## src/rtl/ocnt_pkg.sv

```systemverilog
// Package: ocnt_pkg
// Purpose: types shared by the offset counter blocks.
// Assumes: nothing beyond IEEE 1800-2017.
package ocnt_pkg;

    // Register update selected for the next clock edge, listed from highest to lowest priority.
    typedef enum logic [1:0] {
        ACT_CLEAR = 2'd0,
        ACT_LOAD  = 2'd1,
        ACT_INC   = 2'd2,
        ACT_HOLD  = 2'd3
    } ocnt_act_e;

endpackage

```

## src/rtl/ocnt_detect.sv

```systemverilog
// Module: ocnt_detect
// Purpose: raises hit when every bit that is set in MASK is also set in value.
// Assumes: no state inside the counting window before the terminal value
//          contains all of the MASK bits, so a partial match is sufficient.
module ocnt_detect #(
    parameter int          WIDTH = 4,
    parameter logic [WIDTH-1:0] MASK = 4'b1010
) (
    input  logic [WIDTH-1:0] value,
    output logic             hit
);

    logic [WIDTH-1:0] bit_ok;

    // Per bit: a bit that is set in the mask must be 1; any other bit is a don't-care.
    for (genvar gi = 0; gi < WIDTH; gi++) begin : g_bit
        if (MASK[gi]) begin : g_used
            assign bit_ok[gi] = value[gi];
        end else begin : g_free
            assign bit_ok[gi] = 1'b1;
        end
    end

    // Combine all per-bit results into a single AND.
    assign hit = &bit_ok;

endmodule

```

## src/rtl/ocnt_ctrl.sv

```systemverilog
// Module: ocnt_ctrl
// Purpose: picks the register action from clear, detect and enable.
// Assumes: priority is clear, then reload, then count; the reload does not
//          depend on the enable.
module ocnt_ctrl
    import ocnt_pkg::*;
(
    input  logic      clr_n,
    input  logic      term,
    input  logic      en,
    output ocnt_act_e act
);

    // Apply the fixed priority order.
    always_comb begin
        if (!clr_n)    act = ACT_CLEAR;
        else if (term) act = ACT_LOAD;
        else if (en)   act = ACT_INC;
        else           act = ACT_HOLD;
    end

endmodule

```

## src/rtl/ocnt_reg.sv

```systemverilog
// Module: ocnt_reg
// Purpose: count register that clears, loads, increments or holds as told.
// Assumes: a clear and a load both write the same start value.
module ocnt_reg
    import ocnt_pkg::*;
#(
    parameter int               WIDTH     = 4,
    parameter logic [WIDTH-1:0] START_VAL = 4'b0010
) (
    input  logic             clk,
    input  ocnt_act_e        act,
    output logic [WIDTH-1:0] q
);

    localparam logic [WIDTH-1:0] ONE = WIDTH'(1);

    logic [WIDTH-1:0] q_next;

    // Work out the next register value from the selected action.
    always_comb begin
        unique case (act)
            ACT_CLEAR: q_next = START_VAL;
            ACT_LOAD:  q_next = START_VAL;
            ACT_INC:   q_next = q + ONE;
            default:   q_next = q;
        endcase
    end

    // Update the register on each rising edge.
    always_ff @(posedge clk) begin
        q <= q_next;
    end

endmodule

```

## src/rtl/offset_mod_counter.sv

```systemverilog
// Module: offset_mod_counter
// Purpose: up-counter that runs from START_VAL to TERM_VAL and reloads
//          START_VAL on the edge after the terminal pattern is detected.
// Assumes: START_VAL < TERM_VAL, and no value in between holds every bit that
//          is set in TERM_VAL. clr_n is a synchronous active-low clear.
module offset_mod_counter #(
    parameter int               WIDTH     = 4,
    parameter logic [WIDTH-1:0] START_VAL = 4'b0010,
    parameter logic [WIDTH-1:0] TERM_VAL  = 4'b1010
) (
    input  logic             clk,
    input  logic             clr_n,
    input  logic             cnt_en,
    output logic [WIDTH-1:0] count,
    output logic             term_hit
);

    import ocnt_pkg::*;

    localparam logic [WIDTH-1:0] DET_MASK = TERM_VAL;

    ocnt_act_e act;

    ocnt_detect #(
        .WIDTH (WIDTH),
        .MASK  (DET_MASK)
    ) i_detect (
        .value (count),
        .hit   (term_hit)
    );

    ocnt_ctrl i_ctrl (
        .clr_n (clr_n),
        .term  (term_hit),
        .en    (cnt_en),
        .act   (act)
    );

    ocnt_reg #(
        .WIDTH     (WIDTH),
        .START_VAL (START_VAL)
    ) i_reg (
        .clk (clk),
        .act (act),
        .q   (count)
    );

endmodule

```

## config.mk

```make
export PLATFORM = sky130hd
export DESIGN_NAME = offset_mod_counter
export DESIGN_NICKNAME = d
export VERILOG_FILES = /design/src/rtl/ocnt_pkg.sv /design/src/rtl/ocnt_detect.sv /design/src/rtl/ocnt_ctrl.sv /design/src/rtl/ocnt_reg.sv /design/src/rtl/offset_mod_counter.sv
export SDC_FILE = /design/constraint.sdc
export NUM_CORES = 1
export LEC_CHECK = 0
export ABC_AREA = 1
export CAP_MARGIN = 20
export CORE_AREA = 3 3 40 42
export DETAILED_ROUTE_END_ITERATION = 6
export DIE_AREA = 0 0 43 45
export PLACE_DENSITY_LB_ADDON = 0.05
export SLEW_MARGIN = 15
export SYNTH_ARGS = -nofsm -noshare
export SYNTH_HDL_FRONTEND = slang
export SYNTH_HIERARCHICAL = 1
export SYNTH_SLANG_ARGS = --single-unit
```

## constraint.sdc

```tcl
create_clock -name clk -period 1.8 [get_ports clk]
set_input_delay 0.18 -clock clk [delete_from_list [all_inputs] [get_ports clk]]
set_output_delay 0.18 -clock clk [all_outputs]
set_load 0.005 [all_outputs]
```

==> summary.txt, run 1 <==
Pwr
  – VDD IR max: between 200 and 250 µV
  – Sw power: around 0.000079 W
  – Sw Ratio: 0.245
  – Internal power: 0.000244 W
  – PwrDens: around 960 mW/mm²
  – Tot Pwr: about 0.00032 W
  – Combinational fraction of design power: 0.248
  – Pleak: about 0.14 nW
  – Clock power frac: 0.327
  – Flop pwr share: 0.425

Clocking
  – H-tree levels: 1
  – # clock sinks: 4
  – CTS Buffer Depth: 2
  – Hold Buf Count CTS: 0
  – Post_cts resized: 0
  – Worst-Skew Late Latency: approximately 230 ps
  – CTS tree: done
  – Inserted Clock Buffers: 3
  – Post-CTS Setup Bufs: 0
  – Root Buffer: clkbuf_4
  – Clk slew on worst S/H paths: around 40 ps

Synth
  – Gate Count Post-Synth: 25
  – Cell area after synthesis: between 200 and 250 µm²
  – Ys Warns: 6
  – Syn Nets: 29
  – Avg Cell Area, Syn: slightly above 9 µm²
  – Top post-synthesis cells by count: inv_1, edfxtp_1, nand2_1, nor2_1
  – Distinct cells, synth: 12
  – Main synth FF type: edfxtp_1
  – Top-area cell type share of the netlist area: 0.530
  – #FFs+latches synth: 4
  – Seq/Total Area, Yosys: 0.530
  – Top-count cell post-synth: inv_1
  – Largest cells by area after synthesis: edfxtp_1, inv_1, nand2_1, nor2_1, ha_1
  – Asr flop ratio synth: 0
  – Yosys top cell by area: edfxtp_1
  – Post-synth EDFFs: 4

Finish
  – Layout cells sized above 1: 0.171
  – Reg with most FFs: i_reg/q
  – Non-filler cells, final: 50
  – Post-layout net count: 41
  – Max FFs per register: 4
  – Biggest regs: i_reg/q x4
  – Area growth syn-to-layout: 49.2%
  – # diodes: 0

Critical path
  – Startpoint Class: flop
  – Crit path DAT: 1320 ps
  – R2r setup slk: roughly 400 ps
  – Critical Path Sink Type: primary output
  – CP Max Fanout: 5
  – Worst Reg-to-Reg Cells: 7
  – Crit Path Class: flop to primary output
  – RR Startpoint: i_reg/q[1]
  – FF-to-FF End: i_reg/q[1]
  – Crit path required time: between 1500 and 2000 ps

Drt
  – Antenna-violating nets left: 0
  – Iter 0 DRT Violations: 1
  – Vias/cell: between 3 and 4
  – Vias: 180
  – Post-Route WL: ~390 µm
  – DRC violations left: 0
  – Wire per inst: approximately 8 µm
  – Pre-antenna DRT Iters: 2

Timing
  – Slew headroom: 0.883
  – Unrepaired setup endpoints after global routing: false
  – Hold_ws: approximately 640 ps
  – Tcrit/Tclk final: 0.831
  – Final hold viol count: 0
  – Max frequency: 668 MHz
  – TNS Setup: 0 ps
  – Final Critical Period: between 1000 and 1500 ps
  – Worst-margin pin slew: around 180 ps
  – Worst clock skew: ~4.0 ps
  – Final setup viols: 0
  – Pins Over Slew Limit: 0
  – Setup ws final: 304 ps

Worst hold path
  – Hold depth: 1
  – HP Start: i_reg/q[0]
  – Path type of the worst min-delay path: flop to flop
  – Min-Delay Endpoint: i_reg/q[0]

Place
  – # placed instances: 47
  – Port-buffer cells: 7
  – GP Congestion: ~0.67
  – Worst slack, placed: between 300 and 400 ps

GRT
  – Largest net degree at the start of global routing: 6
  – Remaining Overflow, GRT: 0
  – Number of global-route vias before repair: between 150 and 200
  – GRT Util Overall: 0.0477
  – Initial antenna violation count: 0
  – Global-route wire length before repair: ~630 µm

Die
  – I/O pin total: 8
  – Die X: approximately 43 µm
  – Initial core utilization: 0.176
  – Site Rows: 13
  – Die Ht: between 40 and 50 µm
  – Die area: around 0.0019 mm²
  – Core area: about 0.0013 mm²

Status
  – Status: complete, no violations

Flow run
  – Maximum capacitance violations: 0
[per-stage QoR]
stage,utilization,instance area (µm²)
final,0.263,338
after global routing,0.263,338
after CTS,0.263,338
after detailed placement,0.245,315
after global placement,0.245,315
after floorplan,-,226
[cell type report]
type	instances	area (µm²)
clock buffers	3	22.5
multi-input cells	15	83.8
flip-flops and latches	4	120
inverters	6	22.5
repair buffers	7	70.1
well taps	15	18.8
fillers	139	947
[cells in the final DEF, fill, tap and decap left out, types with 3 or more instances in the layout]
cell type / instances
clkbuf_4: 3
inv_1: 5
nand2_1: 4
nor2_1: 4
clkdlybuf4s50_1: 7
edfxtp_1: 4
[worst max path at each step]
stage / cells past startpoint / to / from
4_1_cts: 3 / term_hit / i_reg/q[1]
5_1_grt: 3 / term_hit / i_reg/q[1]
3_5_place_dp: 7 / i_reg/q[1] / clr_n
2_1_floorplan: 7 / i_reg/q[1] / i_reg/q[1]
6_report: 3 / term_hit / i_reg/q[1]
3_3_place_gp: 7 / i_reg/q[1] / clr_n
[power groups by stage]
| stage | clock network (W) | registers [W] | logic [W] |
|---|---|---|---|
| final | 0.000106 | 0.000137 | 0.0000799 |
| after global routing | 0.000117 | 0.000140 | 0.0000898 |
| after CTS | 0.000111 | 0.000138 | 0.0000819 |
| after detailed placement | 0 | 0.000139 | 0.0000820 |
| after global placement | 0 | 0.000139 | 0.0000825 |
| after floorplan | 0 | 0.000138 | 0.0000376 |
[cells by family (layout without fill, tap and decap cells)]
family                     count (synthesis)  in the layout  synth area share
AOI/OAI and AO/OA                          1              1            0.0387
and+or+nand+nor                           12             12             0.238
adders and majority gates                  1              1            0.0552
buffers and inverters                      6             16            0.0994
DFF                                        4              4             0.530
xor gates and xnor gates                   1              1            0.0387
[worst max-delay path: stages, from the launching register on]
cell	delay (ps)
edfxtp_1	410
nand2_1	80
inv_1	90
clkdlybuf4s50_1	500
[routing by layer]
metal | GRT usage | vias to the layer above | wire, µm
met4 | 0.0361 | 0 | 0
li1 | - | 99 | -
met2 | 0.0569 | 6 | 177
met5 | 0 | - | 0
met3 | 0.0398 | 0 | 41
met1 | 0.0538 | 75 | 172
No activity file was read; power rests on OpenSTA's default activity.
==> inputs of run 2 (changes only) <==
clock period = 1.4 ns   (was 1.8 ns; I/O delays follow)
==> summary.txt, run 2 (synthesis results as in run 1) <==
Timing
  – Pins Over Slew Limit: 0
  – Worst clock skew: roughly 3.8 ps
  – Worst-margin pin slew: 201 ps
  – Final hold viol count: 0
  – Final setup viols: 0
  – Final Critical Period: 1350 ps
  – Slew headroom: 0.866
  – Tcrit/Tclk final: 0.962
  – TNS Setup: 0 ps
  – Unrepaired setup endpoints after global routing: false
  – Setup ws final: 52.7 ps
  – Max frequency: between 700 and 800 MHz

Place
  – Port-buffer cells: 7
  – GP Congestion: 0.674
  – Worst slack, placed: -24.6 ps
  – Post-detail-place hpwl: 377 µm

GRT
  – GRT Util Overall: 0.0620
  – Met3 usage: 0.0637
  – Number of global-route vias before repair: between 150 and 200
  – GR Layer Usage met1: 0.0588
  – Grt peak-use layer: met2
  – Met2 global-route usage: 0.0838
  – Initial antenna violation count: 0
  – Remaining Overflow, GRT: 0
  – Largest net degree at the start of global routing: 6
  – Global-route wire length before repair: 779 µm

Drt
  – Wire per inst: about 9.5 µm
  – Vias: about 200
  – DRC violations left: 0
  – Post-Route WL: roughly 520 µm
  – Pre-antenna DRT Iters: 2
  – Vias/cell: 3.69
  – Antenna-violating nets left: 0
  – Iter 0 DRT Violations: 5

Finish
  – Area growth syn-to-layout: 68.0%
  – Fin util: 0.296
  – # diodes: 0
  – Post-layout net count: 46
  – Max FFs per register: 4
  – Commonest cells after routing, fill and taps aside: inv_1, buf_4, clkdlybuf4s50_1
  – Filler cells: approximately 140
  – Layout cells sized above 1: 0.275
  – Reg with most FFs: i_reg/q
  – Biggest regs: i_reg/q x4

Critical path
  – Critical Path Source: i_reg/q[3]
  – FF-to-FF End: i_reg/q[1]
  – Crit path required time: 1260 ps
  – Stages on the worst setup path: 2
  – CP Max Fanout: 3
  – Crit-path leading delay family: buffers and inverters
  – Crit path DAT: 1210 ps
  – WP buf/inv: 2
  – Crit path capture: count[3]
  – Biggest cell delay along the critical path: ~430 ps
  – Worst Reg-to-Reg Cells: 7
  – Critical Path Sink Type: primary output
  – RR Startpoint: i_reg/q[1]
  – Crit Path Class: flop to primary output
  – Worst path slowest cell: clkdlybuf4s50_1
  – R2r setup slk: roughly 80 ps
  – CP Cell Sequence: buf_4, clkdlybuf4s50_1
  – Startpoint Class: flop

Die
  – Site Rows: 13
  – Die area: between 0.0015 and 0.002 mm²
  – Initial core utilization: 0.176
  – Die Ht: between 40 and 50 µm
  – Core area: ~0.0013 mm²
  – I/O pin total: 8
  – Die X: between 40 and 50 µm

Status
  – Status: complete, no violations

Clocking
  – Hold Buf Count CTS: 0
  – Worst-Skew Late Latency: roughly 230 ps
  – CTS Buffer Depth: 2
  – Inserted Clock Buffers: 3
  – CTS tree: done
  – # clock sinks: 4
  – H-tree levels: 1
  – Root Buffer: clkbuf_4
  – Clk slew on worst S/H paths: around 40 ps

Pwr
  – PwrDens: 1180 mW/mm²
  – Pleak: about 0.18 nW
  – VDD IR max: 424 µV

Worst hold path
  – Path type of the worst min-delay path: flop to flop
  – Hold depth: 2

Flow run
  – Maximum capacitance violations: 0
run 2: changes by cell type in the layout (fill, tap and decap cells not counted):
cell and change:
dlymetal6s2s_1 +2, buf_4 +5, clkdlybuf4s50_1 -2
run 2: routing by layer:
metal	vias up	wire length (µm)
li1	110	-
met1	87	243
met2	6	238
met3	0	39
met4	0	0
met5	-	0
run 2: worst min path at each step:
stage / to / slack (ps) / start
after floorplan: i_reg/q[0] / 450 / cnt_en
after global placement: i_reg/q[0] / 650 / i_reg/q[0]
after detailed placement: i_reg/q[0] / 640 / i_reg/q[0]
after CTS: i_reg/q[0] / 640 / i_reg/q[0]
after global routing: i_reg/q[2] / 720 / i_reg/q[2]
final: i_reg/q[2] / 680 / i_reg/q[2]
run 2: per-stage QoR:
step	cell area (µm²)	power [W]	hold WS, ps	instances
after floorplan	226	0.000225	447	25
after global placement	338	0.000300	649	50
after detailed placement	338	0.000301	643	50
after CTS	360	0.000450	645	53
after global routing	380	0.000492	721	55
final	380	0.000450	675	55
run 2: worst register-to-register path, stage by stage, from the launching register on:
cell	delay, ps
edfxtp_1	390
nand2_1	90
inv_1	50
nor2_1	130
inv_1	60
nor2_2	90
inv_2	40
or2_1	210
run 2: final cells by class:
type                    instances  area, µm²  area share
inverters                       6       22.5      0.0592
clock buffers                   3       22.5      0.0592
flip-flops and latches          4        120       0.316
well taps                      15       18.8      0.0493
multi-input cells              15       83.8       0.220
repair buffers                 12        113       0.296
run 2: power breakdown:
| group | internal [W] | switching, W |
|---|---|---|
| combinational | 0.0000829 | 0.0000529 |
| sequential | 0.000156 | 0.0000168 |
| clock | 0.0000958 | 0.0000456 |
run 2: repair_timing:
item | in CTS | in global routing
resized for setup | 0 | 2
endpoints found under the setup margin | 0 | 3
setup buffers | 0 | 2
==> inputs of run 3 (changes only) <==
CAP_MARGIN = unset   (was 20)
CORE_AREA = 2 2 39 41   (was 3 3 40 42)
DIE_AREA = 0 0 41 43   (was 0 0 43 45)
==> summary.txt, run 3 (synthesis results as in run 1) <==
Critical path
  – Worst Reg-to-Reg Cells: 7
  – CP Max Fanout: 4
  – FF-to-FF End: i_reg/q[1]
  – Crit path capture: count[1]
  – Startpoint Class: flop
  – R2r setup slk: around 110 ps
  – Critical Path Sink Type: primary output
  – RR Startpoint: i_reg/q[3]
  – Crit path DAT: ~1200 ps
  – Crit Path Class: flop to primary output
  – Crit path required time: between 1000 and 1500 ps
  – Critical Path Source: i_reg/q[1]

Die
  – Die area: ~0.0018 mm²
  – Site Rows: 14
  – I/O pin total: 8
  – Die Ht: around 43 µm
  – Initial core utilization: 0.164
  – Die X: between 40 and 50 µm
  – Core area: about 0.0014 mm²

Finish
  – Max FFs per register: 4
  – Biggest regs: i_reg/q x4
  – Layout cells sized above 1: 0.263
  – Fin util: 0.265
  – Area growth syn-to-layout: 61.9%
  – Commonest non-fill, non-tap cell in the layout: clkdlybuf4s50_1
  – Post-layout net count: 44
  – # diodes: 0
  – Commonest cells after routing, fill and taps aside: clkdlybuf4s50_1, inv_1, nor2_1, nand2_1, edfxtp_1
  – Reg with most FFs: i_reg/q

Drt
  – Antenna-violating nets left: 0
  – Pre-antenna DRT Iters: 2
  – DRC violations left: 0
  – Wire length on met3: 28 µm
  – Vias/cell: roughly 3.7
  – Post-Route WL: 472 µm
  – Iter 0 DRT Violations: 1
  – Max layer used: met4
  – WL met1: between 200 and 250 µm
  – Met2 routed WL: roughly 220 µm
  – Wire per inst: between 8 and 9 µm
  – Vias: 201

GRT
  – Number of global-route vias before repair: 177
  – Initial antenna violation count: 0
  – Global-route wire length before repair: roughly 710 µm
  – GRT Util Overall: 0.0706
  – Remaining Overflow, GRT: 0
  – Largest net degree at the start of global routing: 6

Worst hold path
  – HP Start: i_reg/q[0]
  – Path type of the worst min-delay path: flop to flop

Clocking
  – Worst-Skew Late Latency: around 230 ps
  – H-tree levels: 1
  – Hold Buf Count CTS: 0
  – Root Buffer: clkbuf_4
  – CTS tree: done
  – CTS Buffer Depth: 2
  – Inserted Clock Buffers: 3
  – # clock sinks: 4
  – Clk slew on worst S/H paths: ~40 ps

Timing
  – Worst clock skew: ~6.6 ps
  – Pins Over Slew Limit: 0
  – Tcrit/Tclk final: 0.955
  – Worst-margin pin slew: approximately 190 ps
  – Unrepaired setup endpoints after global routing: false
  – Max frequency: 748 MHz
  – Slew headroom: 0.871
  – Final hold viol count: 0
  – Final setup viols: 0
  – Final Critical Period: between 1000 and 1500 ps

Flow run
  – Maximum capacitance violations: 0

Pwr
  – Tot Pwr: around 0.00044 W
  – VDD IR max: between 200 and 300 µV
  – Pleak: around 0.18 nW
  – PwrDens: between 1000 and 1500 mW/mm²

Place
  – Port-buffer cells: 7
  – GP Congestion: 0.595

Status
  – Status: complete, no violations
run 3: cell types whose count changed in the layout (fill, tap and decap cells not counted):
cell	previous run	this run
buf_4	5	3
inv_1	5	4
inv_2	1	2
run 3: critical path, stage by stage (launching register included):
cell	delay, ps
edfxtp_1	370
buf_4	160
clkdlybuf4s50_1	440
run 3: worst min-delay path by stage:
stage | end | slack (ps) | depth (start not counted)
after floorplan | i_reg/q[0] | 450 | 2
after global placement | i_reg/q[2] | 640 | 2
after detailed placement | i_reg/q[0] | 660 | 1
after CTS | i_reg/q[0] | 660 | 1
after global routing | i_reg/q[0] | 680 | 1
final | i_reg/q[0] | 650 | 1
run 3: repair_timing:
item / in CTS / in global routing
setup buffers: 1 / 0
endpoints found under the setup margin: 1 / 2
endpoints found under the hold margin: 0 / 0
gates resized for setup: 0 / 3
run 3: metal layers:
layer / GRT usage / up-vias
met5: 0 / -
met1: 0.0684 / 87
li1: - / 104
met3: 0.0157 / 2
met2: 0.0875 / 8
met4: 0.120 / 0
run 3: layout make-up:
cell class,count,area [µm²]
tap,16,20.0
sequential,4,120
timing repair buffer,10,97.6
clock buffer,3,22.5
multi-input combinational,15,83.8
inverter,6,22.5
fill,158,1020
run 3: metrics by stage:
stage               TNS, ps  hold slack (ps)  cells  instance area [µm²]  setup WS (ps)
CTS                       0              664     54                  362           4.17
global route              0              681     54                  367           4.09
global placement          0              644     50                  332           4.87
detailed placement    -22.9              660     50                  332          -22.9
floorplan                 0              447     25                  226           67.8
finish                    0              651     54                  367           62.8
run 3: power by group:
part / total, W / switching (W) / internal [W] / leakage [nW]
combinational: 0.000121 / 0.0000485 / 0.0000721 / 0.128
clock: 0.000142 / 0.0000465 / 0.0000958 / 0.0138
sequential: 0.000172 / 0.0000167 / 0.000156 / 0.0427
total: 0.000435 / 0.000112 / 0.000324 / 0.185
